$ cat src/rtl/lwt_pkg.sv
`timescale 1ns/1ps
// Shared constants of the lifting filter: coefficient format and the
// default Q2.14 weights of the four lifting steps and the output gains.
package lwt_pkg;
    localparam int LWT_COEF_W = 16;
    localparam int LWT_FRAC   = 14;
    localparam int LWT_STAGES = 2;
    localparam logic signed [15:0] LWT_PRED1 = -16'sd25987;
    localparam logic signed [15:0] LWT_UPD1  = -16'sd868;
    localparam logic signed [15:0] LWT_PRED2 = 16'sd14466;
    localparam logic signed [15:0] LWT_UPD2  = 16'sd7266;
    localparam logic signed [15:0] LWT_GAIN  = 16'sd18835;
    localparam logic signed [15:0] LWT_IGAIN = 16'sd14252;
endpackage

$ cat src/rtl/lwt_mulrnd.sv
`timescale 1ns/1ps
// Signed fixed-point multiply with round-half-up and truncation.
// Assumes: coef has FRAC fraction bits; the result fits in OW bits.
module lwt_mulrnd #(
    parameter int IW   = 15,
    parameter int CW   = 16,
    parameter int OW   = 14,
    parameter int FRAC = 14
) (
    input  logic signed [IW-1:0] val,
    input  logic signed [CW-1:0] coef,
    output logic signed [OW-1:0] res
);
    localparam int PW = IW + CW;
    localparam logic signed [PW-1:0] HALF = PW'(1) <<< (FRAC - 1);

    logic signed [PW-1:0] prod;
    logic signed [PW-1:0] biased;

    // Full-width product, rounding bias, arithmetic shift down.
    always_comb begin
        prod   = val * coef;
        biased = prod + HALF;
        res    = OW'(biased >>> FRAC);
    end
endmodule

$ cat src/rtl/lwt_split.sv
`timescale 1ns/1ps
// Splits the sample stream into even/odd pairs and flags odd-length lines.
// Assumes: at most one sample per clock; in_sol restarts the even phase.
module lwt_split #(
    parameter int DW = 10,
    parameter int W  = 14
) (
    input  logic                clk,
    input  logic                rst_n,
    input  logic                in_valid,
    input  logic [DW-1:0]       in_sample,
    input  logic                in_sol,
    input  logic                in_eol,
    output logic                pair_valid,
    output logic signed [W-1:0] pair_even,
    output logic signed [W-1:0] pair_odd,
    output logic                pair_first,
    output logic                pair_last,
    output logic                odd_err
);
    localparam int EXT = W - DW;

    logic                phase_odd;
    logic                take_even;
    logic signed [W-1:0] ext;
    logic signed [W-1:0] ev_hold;
    logic                first_hold;

    // Sign extension and phase decision for the incoming sample.
    always_comb begin
        ext       = {{EXT{in_sample[DW-1]}}, in_sample};
        take_even = in_sol || !phase_odd;
    end

    // Phase tracking, pair strobe and odd-length pulse.
    always_ff @(posedge clk) begin
        if (!rst_n) begin
            phase_odd  <= 1'b0;
            pair_valid <= 1'b0;
            odd_err    <= 1'b0;
        end else begin
            pair_valid <= 1'b0;
            odd_err    <= 1'b0;
            if (in_valid) begin
                if (take_even) begin
                    phase_odd <= !in_eol;
                    odd_err   <= in_eol;
                end else begin
                    pair_valid <= 1'b1;
                    phase_odd  <= 1'b0;
                end
            end
        end
    end

    // Even sample holding and pair assembly.
    always_ff @(posedge clk) begin
        if (in_valid) begin
            if (take_even) begin
                ev_hold    <= ext;
                first_hold <= in_sol;
            end else begin
                pair_even  <= ev_hold;
                pair_odd   <= ext;
                pair_first <= first_hold;
                pair_last  <= in_eol;
            end
        end
    end
endmodule

$ cat src/rtl/lwt_predict.sv
`timescale 1ns/1ps
// Predict step: b(n) += COEF * (a(n) + a(n+1)). Holds one pair until its
// right neighbour arrives; at a line end it mirrors a(n+1) = a(n).
// Assumes: pairs arrive at most every other cycle except a line's tail.
module lwt_predict #(
    parameter int W    = 14,
    parameter int CW   = 16,
    parameter int FRAC = 14,
    parameter logic signed [CW-1:0] COEF = '0
) (
    input  logic                clk,
    input  logic                rst_n,
    input  logic                in_valid,
    input  logic signed [W-1:0] in_a,
    input  logic signed [W-1:0] in_b,
    input  logic                in_first,
    input  logic                in_last,
    output logic                out_valid,
    output logic signed [W-1:0] out_a,
    output logic signed [W-1:0] out_b,
    output logic                out_first,
    output logic                out_last
);
    logic                held_v;
    logic signed [W-1:0] ha, hb;
    logic                hf, hl;
    logic                flush, step;
    logic signed [W-1:0] nbr;
    logic signed [W:0]   nsum;
    logic signed [W-1:0] corr;

    // Emit decision and neighbour selection with end-of-line mirror.
    always_comb begin
        flush = held_v && (hl || (in_valid && in_first));
        step  = held_v && !flush && in_valid;
        nbr   = flush ? ha : in_a;
        nsum  = {ha[W-1], ha} + {nbr[W-1], nbr};
    end

    lwt_mulrnd #(.IW(W + 1), .CW(CW), .OW(W), .FRAC(FRAC)) u_mul (
        .val  (nsum),
        .coef (COEF),
        .res  (corr)
    );

    // Control: occupancy of the holding slot and output strobe.
    always_ff @(posedge clk) begin
        if (!rst_n) begin
            held_v    <= 1'b0;
            out_valid <= 1'b0;
        end else begin
            out_valid <= flush || step;
            if (in_valid) begin
                held_v <= 1'b1;
            end else if (flush) begin
                held_v <= 1'b0;
            end
        end
    end

    // Data: capture incoming pair, produce the predicted pair.
    always_ff @(posedge clk) begin
        if (in_valid) begin
            ha <= in_a;
            hb <= in_b;
            hf <= in_first;
            hl <= in_last;
        end
        if (flush || step) begin
            out_a     <= ha;
            out_b     <= hb + corr;
            out_first <= hf;
            out_last  <= flush;
        end
    end
endmodule

$ cat src/rtl/lwt_update.sv
`timescale 1ns/1ps
// Update step: a(n) += COEF * (b(n-1) + b(n)), mirroring b(-1) = b(0)
// on the first pair of a line. One register stage, no stalls.
module lwt_update #(
    parameter int W    = 14,
    parameter int CW   = 16,
    parameter int FRAC = 14,
    parameter logic signed [CW-1:0] COEF = '0
) (
    input  logic                clk,
    input  logic                rst_n,
    input  logic                in_valid,
    input  logic signed [W-1:0] in_a,
    input  logic signed [W-1:0] in_b,
    input  logic                in_first,
    input  logic                in_last,
    output logic                out_valid,
    output logic signed [W-1:0] out_a,
    output logic signed [W-1:0] out_b,
    output logic                out_first,
    output logic                out_last
);
    logic signed [W-1:0] prev_b;
    logic signed [W-1:0] left;
    logic signed [W:0]   usum;
    logic signed [W-1:0] corr;

    // Left neighbour with start-of-line mirror.
    always_comb begin
        left = in_first ? in_b : prev_b;
        usum = {left[W-1], left} + {in_b[W-1], in_b};
    end

    lwt_mulrnd #(.IW(W + 1), .CW(CW), .OW(W), .FRAC(FRAC)) u_mul (
        .val  (usum),
        .coef (COEF),
        .res  (corr)
    );

    // Output strobe.
    always_ff @(posedge clk) begin
        if (!rst_n) out_valid <= 1'b0;
        else        out_valid <= in_valid;
    end

    // Updated pair and remembered detail value.
    always_ff @(posedge clk) begin
        if (in_valid) begin
            out_a     <= in_a + corr;
            out_b     <= in_b;
            out_first <= in_first;
            out_last  <= in_last;
            prev_b    <= in_b;
        end
    end
endmodule

$ cat src/rtl/lwt_core.sv
`timescale 1ns/1ps
// Forward lifting wavelet filter: split, two predict/update pairs, gains.
// Assumes: one sample per clock at most; lines framed by in_sol/in_eol.
module lwt_core
    import lwt_pkg::*;
#(
    parameter int DATA_W = 10,
    parameter int GUARD  = 4,
    parameter int COEF_W = LWT_COEF_W,
    parameter int FRAC   = LWT_FRAC,
    parameter logic signed [COEF_W-1:0] PRED1 = COEF_W'(LWT_PRED1),
    parameter logic signed [COEF_W-1:0] UPD1  = COEF_W'(LWT_UPD1),
    parameter logic signed [COEF_W-1:0] PRED2 = COEF_W'(LWT_PRED2),
    parameter logic signed [COEF_W-1:0] UPD2  = COEF_W'(LWT_UPD2),
    parameter logic signed [COEF_W-1:0] GAIN  = COEF_W'(LWT_GAIN),
    parameter logic signed [COEF_W-1:0] IGAIN = COEF_W'(LWT_IGAIN)
) (
    input  logic                      clk,
    input  logic                      rst_n,
    input  logic                      in_valid,
    input  logic [DATA_W-1:0]         in_sample,
    input  logic                      in_sol,
    input  logic                      in_eol,
    output logic                      out_valid,
    output logic [DATA_W+GUARD-1:0]   out_low,
    output logic [DATA_W+GUARD-1:0]   out_high,
    output logic                      out_sol,
    output logic                      out_eol,
    output logic                      err_odd
);
    localparam int W    = DATA_W + GUARD;
    localparam int NSTG = LWT_STAGES;
    localparam logic signed [COEF_W-1:0] PRED_TAB [NSTG] = '{PRED1, PRED2};
    localparam logic signed [COEF_W-1:0] UPD_TAB  [NSTG] = '{UPD1, UPD2};

    logic                cv [NSTG+1];
    logic signed [W-1:0] ca [NSTG+1];
    logic signed [W-1:0] cb [NSTG+1];
    logic                cf [NSTG+1];
    logic                cl [NSTG+1];
    logic                pv [NSTG];
    logic signed [W-1:0] pa [NSTG];
    logic signed [W-1:0] pb [NSTG];
    logic                pf [NSTG];
    logic                pl [NSTG];
    logic signed [W-1:0] lo_s, hi_s;

    lwt_split #(.DW(DATA_W), .W(W)) u_split (
        .clk        (clk),
        .rst_n      (rst_n),
        .in_valid   (in_valid),
        .in_sample  (in_sample),
        .in_sol     (in_sol),
        .in_eol     (in_eol),
        .pair_valid (cv[0]),
        .pair_even  (ca[0]),
        .pair_odd   (cb[0]),
        .pair_first (cf[0]),
        .pair_last  (cl[0]),
        .odd_err    (err_odd)
    );

    for (genvar g = 0; g < NSTG; g++) begin : g_lift
        lwt_predict #(.W(W), .CW(COEF_W), .FRAC(FRAC), .COEF(PRED_TAB[g])) u_pred (
            .clk       (clk),
            .rst_n     (rst_n),
            .in_valid  (cv[g]),
            .in_a      (ca[g]),
            .in_b      (cb[g]),
            .in_first  (cf[g]),
            .in_last   (cl[g]),
            .out_valid (pv[g]),
            .out_a     (pa[g]),
            .out_b     (pb[g]),
            .out_first (pf[g]),
            .out_last  (pl[g])
        );
        lwt_update #(.W(W), .CW(COEF_W), .FRAC(FRAC), .COEF(UPD_TAB[g])) u_upd (
            .clk       (clk),
            .rst_n     (rst_n),
            .in_valid  (pv[g]),
            .in_a      (pa[g]),
            .in_b      (pb[g]),
            .in_first  (pf[g]),
            .in_last   (pl[g]),
            .out_valid (cv[g+1]),
            .out_a     (ca[g+1]),
            .out_b     (cb[g+1]),
            .out_first (cf[g+1]),
            .out_last  (cl[g+1])
        );
    end

    lwt_mulrnd #(.IW(W), .CW(COEF_W), .OW(W), .FRAC(FRAC)) u_lo_gain (
        .val  (ca[NSTG]),
        .coef (IGAIN),
        .res  (lo_s)
    );
    lwt_mulrnd #(.IW(W), .CW(COEF_W), .OW(W), .FRAC(FRAC)) u_hi_gain (
        .val  (cb[NSTG]),
        .coef (GAIN),
        .res  (hi_s)
    );

    // Output register for the scaled coefficient pair and line markers.
    always_ff @(posedge clk) begin
        if (!rst_n) begin
            out_valid <= 1'b0;
            out_sol   <= 1'b0;
            out_eol   <= 1'b0;
            out_low   <= '0;
            out_high  <= '0;
        end else begin
            out_valid <= cv[NSTG];
            if (cv[NSTG]) begin
                out_low  <= lo_s;
                out_high <= hi_s;
                out_sol  <= cf[NSTG];
                out_eol  <= cl[NSTG];
            end
        end
    end
endmodule

$ cat config.mk
export PLATFORM = sky130hd
export DESIGN_NAME = lwt_core
export DESIGN_NICKNAME = d
export VERILOG_FILES = /design/src/rtl/lwt_pkg.sv /design/src/rtl/lwt_mulrnd.sv /design/src/rtl/lwt_split.sv /design/src/rtl/lwt_predict.sv /design/src/rtl/lwt_update.sv /design/src/rtl/lwt_core.sv
export SDC_FILE = /design/constraint.sdc
export NUM_CORES = 2
export LEC_CHECK = 0
export CAP_MARGIN = 25
export CORE_MARGIN = 8
export CORE_UTILIZATION = 55
export CTS_CLUSTER_SIZE = 24
export DETAILED_ROUTE_END_ITERATION = 16
export DONT_BUFFER_PORTS = 1
export GPL_TIMING_DRIVEN = 0
export PLACE_DENSITY = 0.69
export REMOVE_ABC_BUFFERS = 1
export SYNTH_ARGS = -nofsm -noshare
export SYNTH_HDL_FRONTEND = slang
export SYNTH_SLANG_ARGS = --single-unit
$ cat constraint.sdc
create_clock -name clk -period 16.3 [get_ports clk]
set_clock_uncertainty 0.1 [all_clocks]
set_input_delay 1.63 -clock clk [delete_from_list [all_inputs] [get_ports clk]]
set_output_delay 1.63 -clock clk [all_outputs]
set_load 0.02 [all_outputs]
==> flow_summary.toml <==
[status]
status = "complete, no violations"

[floorplanning]
fp.coreArea_um2 = 59130
die_h_um = 260.7
fp-row-count = 89
dieWidth_um = 260.7
start_util_pct = 55.70
die_area_um2 = 67970
pin_count = 47

[critical_path]
startpoint_type = "flip-flop"
cp_slowest_stage_delay_ps = 780
rrSetupSlack_ps = 4330
path_class = "reg -> reg"
critical_path.most_common_cell = "a21oi_1"
worstPathRequired_ps = 16490
crit_slowest_cell = "fa_1"
worstReg2RegStart = "u_split.pair_valid"
arrival_ps = 12160
reg2regPathDepth = 39
r2r-end = "g_lift[0].u_pred.out_b[13]"
cp_max_fo = 11
crit_path_end_kind = "flip-flop"

[clock_tree]
cts_tree = "done"
htreeDepth = 1
clockBufferDepth = 3
cts_setup_buffers = 0
hold_buffers = 0
path_clk_slew_ps = 60
insertion_delay_ps = 570
cts_sinks = 241
numCtsBuffers = 28
root_buffer = "clkbuf_16"
cts_resized = 0

[routing]
wire_per_inst_um = 16.57
post-route-drc-count = 0
drt_iter0_drc = 1076
dr.pass1.iters = 5
antenna_left = 0
avgViaCountPerCell = 5.452
drt-total-wl_um = 65970
detailroute.via_count = 21710

[synth]
synth.distinct_cells = 77
syn_inst = 3178
ys_seq_elements = 241
synth.area.top_cells = "ha_1, fa_1, edfxtp_1"
seq_area_frac_synth_pct = 20.76
synth.top_cell.area_share_pct = 23.67
synth_area_um2 = 32940
yosysTopAreaCell = "ha_1"
ys_warn_count = 0
synth_ff_type = "edfxtp_1"
yosysMostFrequentCell = "inv_1"
async_flop_share_pct = 0
synth_edf_count = 201
syn_avg_cell_area_um2 = 10.36
synth_common_cells = "inv_1, ha_1, fa_1, edfxtp_1, xnor2_1"

[place]
preCtsSetupSlack_ps = 4462
gp_congestion = 0.9173
dpl_cell_area_um2 = 34020
portBuffers = 0
dp_hpwl_um = 56980

[min_path]
hold_end = "g_lift[0].u_pred.out_first"
hp-start = "g_lift[0].u_pred.hf"
hp-class = "reg -> reg"
holdPathStages = 0

[timing]
finalCritPeriodShare_pct = 73.41
fmax_mhz = 83.57
setup_viol = 0
post-route-min-period_ps = 11970
rsz0062_at_grt = "false"
worst_pin_slew_ps = 985.5
worst_slack_ps = 4334
slew_violations = 0
hold_violations = 0
relSlewSlack_pct = 33.83
setup_tns_ps = 0
hold_ws_ps = 317.8

[grt]
grt_pass1_vias = 23010
grt_usage_pct = 20.02
overflow = 0
antenna_found_initial = 0
grt_max_degree = 37
grt_pass1_wl_um = 112200

[run]
cap_violations = 0

[layout]
drive_gt1_share_pct = 4.176
postLayoutCellArea_um2 = 35030
diodes = 0
nNetsFinal = 4194
areaGrowthSynthToFinish_pct = 6.344
[critical path, delay by kind of cell, from the launching register on]
| kind | cells | cell delay (ps) |
|---|---|---|
| multiplexers | 1 | 420 |
| XOR/XNOR | 4 | 890 |
| AND/OR/NAND/NOR | 2 | 950 |
| AO/OA/AOI/OAI | 19 | 4480 |
| adder cells (fa/ha/maj) | 9 | 4050 |
| flip-flops | 1 | 520 |
| buffers and inverters | 4 | 240 |
[stage by stage]
stage | utilization, % | cells
after floorplan | - | 3147
after CTS | 59.19 | 3981
after global routing | 59.24 | 3982
final | 59.24 | 3982
after detailed placement | 57.53 | 3929
after global placement | 57.14 | 3920
[layout by cell type, fill, tap and decap left out, types with 48 or more instances in the layout]
| master | synthesis | layout |
|---|---|---|
| inv_1 | 699 | 699 |
| edfxtp_1 | 201 | 201 |
| mux2_2 | 48 | 48 |
| a21o_1 | 50 | 50 |
| a21oi_1 | 130 | 130 |
| nor2_1 | 122 | 121 |
| fa_1 | 369 | 369 |
| nand2_1 | 95 | 95 |
| xnor2_1 | 187 | 187 |
| o21ai_0 | 82 | 82 |
| xor2_1 | 80 | 80 |
| ha_1 | 623 | 623 |
[flip-flops by register name, summed over array words and instances, names as in the netlist, 10 cells and up]
register             count
g_lift.u_upd.out_b      14
u_split.pair_even       10
g_lift.u_upd.out_a      28
g_lift.u_pred.ha        24
u_split.ev_hold         10
u_split.pair_odd        10
g_lift.u_pred.out_a     24
out_low                 14
g_lift.u_upd.prev_b     14
g_lift.u_pred.hb        24
g_lift.u_pred.out_b     28
out_high                14
[final cells by class]
class | count | area, um^2
Clock buffer | 33 | 719.4
Clock inverter | 19 | 261.5
Fill cell | 4937 | 24100
Inverter | 700 | 2628
Multi-Input combinational cell | 2206 | 23360
Sequential cell | 241 | 6838
Tap cell | 773 | 967.2
Timing Repair Buffer | 10 | 255.2
[how the worst max path moves through the flow]
stage                             from  slack (ps)  cells past startpoint                    endpoint
global route        u_split.pair_valid        3580                     40  g_lift[0].u_pred.out_b[13]
floorplan           u_split.pair_valid        5510                     40  g_lift[0].u_pred.out_b[13]
CTS                 u_split.pair_valid        4290                     39  g_lift[0].u_pred.out_b[13]
finish              u_split.pair_valid        4330                     39  g_lift[0].u_pred.out_b[13]
detailed placement  u_split.pair_valid        4460                     39  g_lift[0].u_pred.out_b[13]
global placement    u_split.pair_valid        3450                     39  g_lift[0].u_pred.out_b[13]
[routing by layer]
layer | track usage, % | part of all wire [%]
met4 | 4.685 | 2.4
met2 | 35.59 | 49
met1 | 26.20 | 45
met5 | 0 | 0
met3 | 1.883 | 3.2
[cells by family (layout without fill, tap and decap cells)]
group	Yosys count	in the layout	share of synthesized area, %
mux	67	67	2.218
xor+xnor	267	267	7.100
simple gates	443	443	6.735
flops	241	241	20.76
fa+ha+maj	994	994	46.15
buf+inv	731	762	8.334
compound gates	435	435	8.703
Power is not shown: default switching activity piles up to over one toggle a cycle in this logic, so the estimate is an artifact.
